===== src/rtl/supv_pkg.sv =====
package supv_pkg;

  // Timeout length in ticks for a watchdog code; zero when disabled
  function automatic int wd_limit(input logic [1:0] sel, input int t_long,
                                  input int t_mid, input int t_short);
    case (sel)
      2'b00:   return t_long;
      2'b01:   return t_mid;
      2'b10:   return t_short;
      default: return 0;
    endcase
  endfunction

  function automatic logic wd_on(input logic [1:0] sel);
    return sel != 2'b11;
  endfunction

  function automatic int max3(input int a, input int b, input int c);
    int m;
    m = (a > b) ? a : b;
    return (m > c) ? m : c;
  endfunction

endpackage


===== src/rtl/supv_cs_edge.sv =====
module supv_cs_edge (
  input  logic clk,
  input  logic por_n,
  input  logic cs_wdi,
  output logic cs_fall
);
  logic cs_q;

  always_ff @(posedge clk) begin
    if (!por_n) cs_q <= 1'b0;
    else        cs_q <= cs_wdi;
  end

  assign cs_fall = cs_q & ~cs_wdi;
endmodule


===== src/rtl/supv_wdog.sv =====
module supv_wdog
  import supv_pkg::*;
#(
  parameter int WD_LONG_TICKS  = 1400,
  parameter int WD_MID_TICKS   = 600,
  parameter int WD_SHORT_TICKS = 200
) (
  input  logic       clk,
  input  logic       por_n,
  input  logic       tick,
  input  logic       cs_fall,
  input  logic [1:0] wd_sel,
  input  logic       hold_clr,
  output logic       wd_expire
);
  localparam int MAXT  = max3(WD_LONG_TICKS, WD_MID_TICKS, WD_SHORT_TICKS);
  localparam int CNT_W = $clog2(MAXT + 1);

  logic [CNT_W-1:0] cnt;
  logic [CNT_W-1:0] lim_m1;
  logic [1:0]       sel_q;
  logic             sel_chg;
  logic             restart;

  assign lim_m1  = CNT_W'(wd_limit(wd_sel, WD_LONG_TICKS, WD_MID_TICKS,
                                   WD_SHORT_TICKS) - 1);
  assign sel_chg = (wd_sel != sel_q);
  assign restart = hold_clr | cs_fall | sel_chg | ~wd_on(wd_sel);
  assign wd_expire = ~restart & tick & (cnt >= lim_m1);

  always_ff @(posedge clk) begin
    if (!por_n) begin
      sel_q <= 2'b11;
      cnt   <= '0;
    end else begin
      sel_q <= wd_sel;
      if (restart || wd_expire) cnt <= '0;
      else if (tick)            cnt <= cnt + 1'b1;
    end
  end

  AST_KICK_CLEARS: assert property (@(posedge clk) disable iff (!por_n)
    cs_fall |=> (cnt == '0));

  AST_HELD_IN_RESET: assert property (@(posedge clk) disable iff (!por_n)
    hold_clr |=> (cnt == '0));

  AST_WD_OFF_IDLE: assert property (@(posedge clk) disable iff (!por_n)
    (wd_sel == 2'b11) |=> (cnt == '0));

  AST_WD_NO_OVERFLOW: assert property (@(posedge clk) disable iff (!por_n)
    (wd_on(wd_sel) && !sel_chg) |-> (cnt <= lim_m1));
endmodule


===== src/rtl/supv_hold.sv =====
module supv_hold #(
  parameter int HOLD_TICKS = 200
) (
  input  logic clk,
  input  logic por_n,
  input  logic tick,
  input  logic supply_ok,
  input  logic wd_expire,
  output logic rst_q
);
  localparam int HCNT_W = $clog2(HOLD_TICKS + 1);
  localparam logic [HCNT_W-1:0] HOLD_LAST = HCNT_W'(HOLD_TICKS - 1);

  logic [HCNT_W-1:0] hcnt;

  always_ff @(posedge clk) begin
    if (!por_n || !supply_ok || wd_expire) begin
      rst_q <= 1'b1;
      hcnt  <= '0;
    end else if (rst_q && tick) begin
      if (hcnt >= HOLD_LAST) begin
        rst_q <= 1'b0;
        hcnt  <= '0;
      end else begin
        hcnt <= hcnt + 1'b1;
      end
    end
  end

  AST_RELEASE_QUALIFIED: assert property (@(posedge clk) disable iff (!por_n)
    $fell(rst_q) |-> ($past(supply_ok) && $past(tick)));

  AST_BROWNOUT_RESTART: assert property (@(posedge clk) disable iff (!por_n)
    !supply_ok |=> (rst_q && hcnt == '0));
endmodule


===== src/rtl/supv_rst_wdog.sv =====
module supv_rst_wdog #(
  parameter int HOLD_TICKS     = 200,
  parameter int WD_LONG_TICKS  = 1400,
  parameter int WD_MID_TICKS   = 600,
  parameter int WD_SHORT_TICKS = 200,
  parameter bit ACTIVE_HIGH    = 1'b0
) (
  input  logic       clk,
  input  logic       por_n,
  input  logic       tick,
  input  logic       supply_ok,
  input  logic       cs_wdi,
  input  logic [1:0] wd_sel,
  output logic       rst_out,
  output logic       rst_drive_en
);
  logic cs_fall;
  logic wd_expire;
  logic rst_q;
  logic rst_asserted;

  supv_cs_edge u_edge (
    .clk     (clk),
    .por_n   (por_n),
    .cs_wdi  (cs_wdi),
    .cs_fall (cs_fall)
  );

  supv_wdog #(
    .WD_LONG_TICKS  (WD_LONG_TICKS),
    .WD_MID_TICKS   (WD_MID_TICKS),
    .WD_SHORT_TICKS (WD_SHORT_TICKS)
  ) u_wdog (
    .clk       (clk),
    .por_n     (por_n),
    .tick      (tick),
    .cs_fall   (cs_fall),
    .wd_sel    (wd_sel),
    .hold_clr  (rst_asserted),
    .wd_expire (wd_expire)
  );

  supv_hold #(
    .HOLD_TICKS (HOLD_TICKS)
  ) u_hold (
    .clk       (clk),
    .por_n     (por_n),
    .tick      (tick),
    .supply_ok (supply_ok),
    .wd_expire (wd_expire),
    .rst_q     (rst_q)
  );

  // Supply loss bypasses the register so reset follows it without delay
  assign rst_asserted = rst_q | ~supply_ok | ~por_n;
  assign rst_drive_en = rst_asserted;

  generate
    if (ACTIVE_HIGH) begin : g_hi
      assign rst_out = rst_asserted;
    end else begin : g_lo
      assign rst_out = ~rst_asserted;
    end
  endgenerate

  AST_EXPIRE_RESETS: assert property (@(posedge clk) disable iff (!por_n)
    wd_expire |=> rst_drive_en);

  AST_SUPPLY_LOW_RESET: assert property (@(posedge clk) disable iff (!por_n)
    !supply_ok |-> rst_drive_en);
endmodule


===== config.mk =====
export PLATFORM = sky130hd
export DESIGN_NAME = supv_rst_wdog
export DESIGN_NICKNAME = d
export VERILOG_FILES = /design/src/rtl/supv_pkg.sv /design/src/rtl/supv_cs_edge.sv /design/src/rtl/supv_wdog.sv /design/src/rtl/supv_hold.sv /design/src/rtl/supv_rst_wdog.sv
export SDC_FILE = /design/constraint.sdc
export NUM_CORES = 1
export LEC_CHECK = 0
export BUFFER_PORTS_ARGS = -buffer_cell sky130_fd_sc_hd__buf_2
export CAP_MARGIN = 25
export CORE_MARGIN = 3
export CORE_UTILIZATION = 25
export CTS_CLUSTER_DIAMETER = 100
export DETAILED_ROUTE_END_ITERATION = 12
export PLACE_DENSITY = 0.37
export SKIP_LAST_GASP = 1
export SLEW_MARGIN = 20
export SYNTH_ARGS = -nofsm -noshare
export SYNTH_HDL_FRONTEND = slang
export SYNTH_SLANG_ARGS = --single-unit

===== constraint.sdc =====
create_clock -name clk -period 2.3 [get_ports clk]
set_input_delay 0.115 -clock clk [delete_from_list [all_inputs] [get_ports clk]]
set_output_delay 0.115 -clock clk [all_outputs]
set_load 0.005 [all_outputs]

======== After elaboration in Yosys (flattened, before gate mapping) ========
Index checks and enable logic that the tools add are counted.
Widths: inputs -> output; s select.
word-level totals
  output and inout bits ................... 2
  input port bits ......................... 7
  word-level logic and storage cells ...... 39
  register bits after elaboration ......... 23
cells by class
  muxes and demuxes ....................... 2
  add/sub/neg operators ................... 3
  equality and inequality tests ........... 4
  $lt $le $gt $ge ......................... 2
  reductions and logical operators ........ 9
  bitwise logic cells ..................... 14
operator list
  cell                   number
  $pmux 11 s3            1
  $add 11x1->11 const B  1
  $ge 11x11->1           1
  $sub 11x1->11 const B  1
  $add 8x1->8 const B    1
  $ge 8x8->1 const B     1
  $mux 8                 1
  $not 1->1              6
  $or 1x1->1             5
  $and 1x1->1            3
  $logic_or 1x1->1       3
  $eq 2x1->1 const B     1
  $eq 2x2->1 const B     1
  $logic_not 1->1        2
  $logic_not 2->1        1
  $ne 2x2->1             1
  $ne 2x2->1 const B     1
  $reduce_and 2->1       1
  $reduce_or 2->1        1
  $logic_and 1x1->1      1

======== Longest topological paths before layout ========
  depth after elaboration ................. 11
  depth in mapped cells ................... 9
  mapped depth without buffers ............ 9

======== Hierarchy ========
From an unflattened synthesis, not the netlist that was laid out.
unflattened totals
  cell total of the unflattened synthesis .. 139
  area total of the unflattened synthesis .. 1313.8 um2
by module, submodules not included
  module         area an instance (um2)  instances  cells each  seq. area each (um2)
  supv_wdog      842.1                   1          87          260.2
  supv_hold      419.2                   1          47          180.2
  supv_cs_edge   36.3                    1          3           20.0
  supv_rst_wdog  16.3                    1          2           0.0

======== Worst setup path before layout ========
OpenSTA, ideal clock, no wires.
  path type ............................... input -> register
  from .................................... input port wd_sel[0]
  to ...................................... register u_hold.rst_q
  setup time .............................. 120 ps
  slack ................................... 453 ps
  data arrival time ....................... 1727 ps
  required time ........................... 2180 ps
  cell stages on the path ................. 9
  cell sequence ........................... inv_1 -> ha_1 -> inv_1 -> ha_1 -> a21oi_1 -> nor2_1 -> a211oi_4 -> a211oi_4 -> a211o_1
on the way
  word-level cells in the longest chain between the ends .. 7
RTL lines
  item                                                                   RTL line             source
  start: declaration                                                     supv_rst_wdog.sv:13  input logic [1:0] wd_sel,
  parallel branches: the longest is 5 deep, another holds $sub 11x1->11  n/a
  $and 1x1->1 *                                                          supv_wdog.sv:29      assign wd_expire = ~restart & tick & (cnt >= lim_m1);
  $logic_or 1x1->1 *                                                     supv_hold.sv:17      if (!por_n || !supply_ok || wd_expire) begin
  end signal: assignment                                                 supv_hold.sv:18      rst_q <= 1'b1;
  end signal: assignment                                                 supv_hold.sv:22      rst_q <= 1'b0;
  end: declaration                                                       supv_hold.sv:9       output logic rst_q
Every way passes the cells marked *.
A chain may end at the register's enable or synchronous reset.

======== Worst setup path in the final report ========
  from .................................... register u_wdog.cnt[5]
  to ...................................... register u_hold.rst_q
on the way
  word-level cells in the longest chain between the ends .. 3
RTL lines
  item                      RTL line         source
  start: declaration        supv_wdog.sv:19  logic [CNT_W-1:0] cnt;
  start signal: assignment  supv_wdog.sv:38  else if (tick) cnt <= cnt + 1'b1;
  $ge 11x11->1              supv_wdog.sv:29
  $and 1x1->1               supv_wdog.sv:29
  $logic_or 1x1->1          supv_hold.sv:17
Every way passes these cells.

==> impl.org <==
** Status
- The run finished with clean final reports.

** Setup path
- Counting both buffers and inverters, the worst setup path holds a total of 0.
- For the worst setup path, the data required time is 2.46 ns.
- The worst setup path is of the flip-flop to flip-flop kind.
- Cell breakdown of the critical path :: ha_1 -> nand4_1 -> o22ai_1 -> o21ai_2 -> a211oi_4 -> a211o_1
- Capturing element type of the critical path :: flip-flop
- The cell family contributing the most delay on the critical path is compound AO/OA/AOI/OAI gates.
- Among all stages on the critical path, the largest delay is contributed by dfxtp_1.
- Critical path's largest stage delay :: 0.45 ns
- Data on the critical path arrives at its endpoint at 1.99 ns.
- The worst setup path is launched from a flip-flop.
- Along the worst path, the maximum fanout reaches 9.

** Timing
- In the final timing run, aggregate negative setup slack is 0 ns.
- Timing would allow up to 547 MHz.
- The worst path uses 79.4% of the clock period.
- Setup slack after layout :: 0.473 ns
- The clock arrives with 0.000907 ns of skew.
- Setup repair after global routing left no endpoint under its margin.
- Max-Slew Margin vs Limit :: 71.9%
- Hold is met by 0.0554 ns.
- Subtracting the final worst setup slack from the clock period gives 1.83 ns.
- Final-report hold violation count :: 0
- Setup violations remaining at the end of the flow were counted as 0.
- Slew at the pin closest to its max-slew limit :: 0.421 ns
- Final Slew Violations :: 0

** Synthesis
- Summing the sequential cell areas from Yosys gives 36.4% of the chip area.
- Number of register bits inferred by synthesis :: 23
- Post-Synthesis Cell Area :: 0.00127 mm^2
- Warning count from the yosys run :: 0
- Synthesis produced a netlist with a net count of 164.
- Counting every instance in the synthesized netlist gives 146.
- Each instance of the synthesized netlist takes up on average 8.67 um^2.
- Number of distinct library cells after synthesis :: 31

** Floorplan
- The die is 77.2 um wide.
- Starting Density :: 26.3%
- The die covers 0.00595 mm^2.
- Height of the chip :: 77.2 um
- I/O pin count :: 9
- Placeable core region :: 0.00482 mm^2
- Row generation in the floorplan step produced 25 rows.

** Clocking
- Number of buffers created by CTS :: 3
- Clock transition time at the flip-flop clock pins of the worst setup and hold paths :: 0.08 ns
- TritonCTS built the clock tree.
- Counting every sink on the clock net gives 23.
- The cell sitting at the root of the clock tree is a clkbuf_8.
- Clock insertion delay at the later pin of the skew report :: 0.26 ns
- Buffers added to address setup during post-CTS repair amount to 0.
- Resized cells post-CTS :: 0
- Hold-fix buffers at CTS :: 0
- Counting along the longest clock path gives a buffer depth of 2.
- CTS built an H-tree with a depth of 1.

** Layout
- The multi-input combinational cells in the finished layout cover a total of 771 um^2.
- Commonest non-fill, non-tap cells in the layout :: 23 x dfxtp_1, 21 x nand2_1, 11 x nor3_1, 11 x ha_1, 10 x nor2_1
- Total number of nets in the final design :: 177
- Counting the fill cells in the layout gives 553.
- Util after Layout :: 29.9%
- The area growth from synthesis to layout is 13.8%.
- The number of antenna diodes in the final layout is 0.
- The library cell used most frequently in the layout, excluding fill and tap cells, is dfxtp_1.
- For this run, the number of standard cells in the final layout without fillers is 225.
- FF+latch area :: 460 um^2
- Share of layout cells above drive strength 1 :: 13.3%
- The finished cells cover 0.00144 mm^2.

** Pwr
- VDD sags by at most 189 uV.
- In this run the static leakage power is 0.534 nW.
- Power comes to 0.706 mW.
- Power density over the cells :: 490 mW/mm^2

** Worst hold path
- Worst min path class :: input port to flip-flop

** Place
- Prior to clock tree synthesis, the placed netlist has a worst setup slack of 0.182 ns.
- Once detailed placement completed, the half-perimeter wirelength came to 2070 um.
- During placement, the flow inserted port buffers numbering 8.
- Once placement finished, the instance area stood at 0.00140 mm^2.
- Once placement completed, the tool counted placed cells totaling 221.
- Final weighted congestion of routability-driven global placement :: 0.687

** Global route
- Number of global-route vias before repair :: 981
- Entering global routing, the biggest net connects 13 pins.
- Initial antenna violation count :: 0
- Summed over all layers, the global routing overflow is 0.
- Global routing used 10.1% of the available tracks across all layers.
- The first global-routing pass estimated 4870 um of wire.

** Detailed routing
- In the final routed layout, each cell accounts on average for 11.9 um.
- TritonRoute pass-1 iters :: 4
- In the routed layout, each cell is associated on average with a via count of 4.59.
- In the routed design, unresolved DRC markers number 0.
- The detailed router finished its first iteration with 68 violations.
- Via count :: 1,032
- Once detail routing completed, the nets flagged for antenna violations numbered 0.
- Aggregate routed wire length :: 2690 um

** Run
- Count of max-cap constraint violations :: 0
## cells by family after synthesis
logic type	Yosys count	synth area share, %
AOI/OAI and AO/OA	20	13.2
xor gates and xnor gates	14	9.68
adders and majority gates	11	10.9
buffers and inverters	9	2.77
DFF	23	36.4
and+or+nand+nor	69	27.1
## registers in the layout, indices dropped and copies added, names as in the netlist
signal and cells:
u_edge.cs_q 1, u_wdog.sel_q 2, u_hold.rst_q 1, u_wdog.cnt 11, u_hold.hcnt 8
## per-layer routing
layer	up-vias	part of all wire (%)	global-route usage [%]
met2	19	41	14.1
met5	-	0	0
met1	473	55	15.0
met3	4	3.3	2.46
li1	536	-	-
met4	0	1.2	3.20
## cells in the mapped netlist
library cell	instances	area [um^2]
a2111oi_2	1	15.0
a211o_1	1	8.76
a211oi_4	2	40.0
a21oi_1	8	40.0
a21oi_2	2	17.5
a2bb2oi_1	1	8.76
a31oi_1	1	6.26
a41oi_1	1	8.76
and2_1	2	12.5
and3_1	5	31.3
buf_2	1	5.00
clkbuf_1	1	3.75
dfxtp_1	23	460
ha_1	11	138
inv_1	7	26.3
nand2_1	21	78.8
nand2_2	1	6.26
nand2b_1	1	6.26
nand3_1	3	15.0
nand4_1	9	56.3
nand4b_1	1	8.76
nor2_1	10	37.5
nor2_2	1	6.26
nor2b_1	1	6.26
nor3_1	11	55.1
nor3b_1	3	22.5
o211ai_1	1	7.51
o21ai_2	1	8.76
o22ai_1	1	6.26
xnor2_1	7	61.3
xor2_1	7	61.3
## path summary, 6_finish.rpt
path	to	startpoint	cells after the start	slack, ns
worst max-delay path	u_hold.rst_q$_SDFFE_PP1P_	u_wdog.cnt[5]$_SDFFE_PP0P_	6	0.47
worst min-delay path	u_wdog.sel_q[0]$_SDFF_PN1_	por_n	2	0.06
worst max register to register	u_hold.rst_q$_SDFFE_PP1P_	u_wdog.cnt[5]$_SDFFE_PP0P_	6	0.47
worst min register to register	u_wdog.cnt[1]$_SDFFE_PP0P_	u_wdog.cnt[1]$_SDFFE_PP0P_	2	0.53
## cell type report
type | instances | share of cell area, %
Tap cell | 67 | 5.82
Inverter | 7 | 1.82
Timing Repair Buffer | 10 | 3.82
Clock buffer | 4 | 3.13
Sequential cell | 23 | 31.9
Multi-Input combinational cell | 114 | 53.5
## worst register-to-register path, delay by kind of cell (launching register included)
| kind | cells | cell delay (ns) |
|---|---|---|
| DFF | 1 | 0.45 |
| and+or+nand+nor | 1 | 0.10 |
| adders and majority gates | 1 | 0.28 |
| AOI/OAI and AO/OA | 4 | 0.91 |
## where the power goes
part           internal [mW]  switching, mW  total, mW
Sequential             0.402        0.00207      0.404
Clock                  0.124          0.130      0.254
Combinational         0.0190         0.0291     0.0481
No activity file was read; power rests on OpenSTA's default activity.
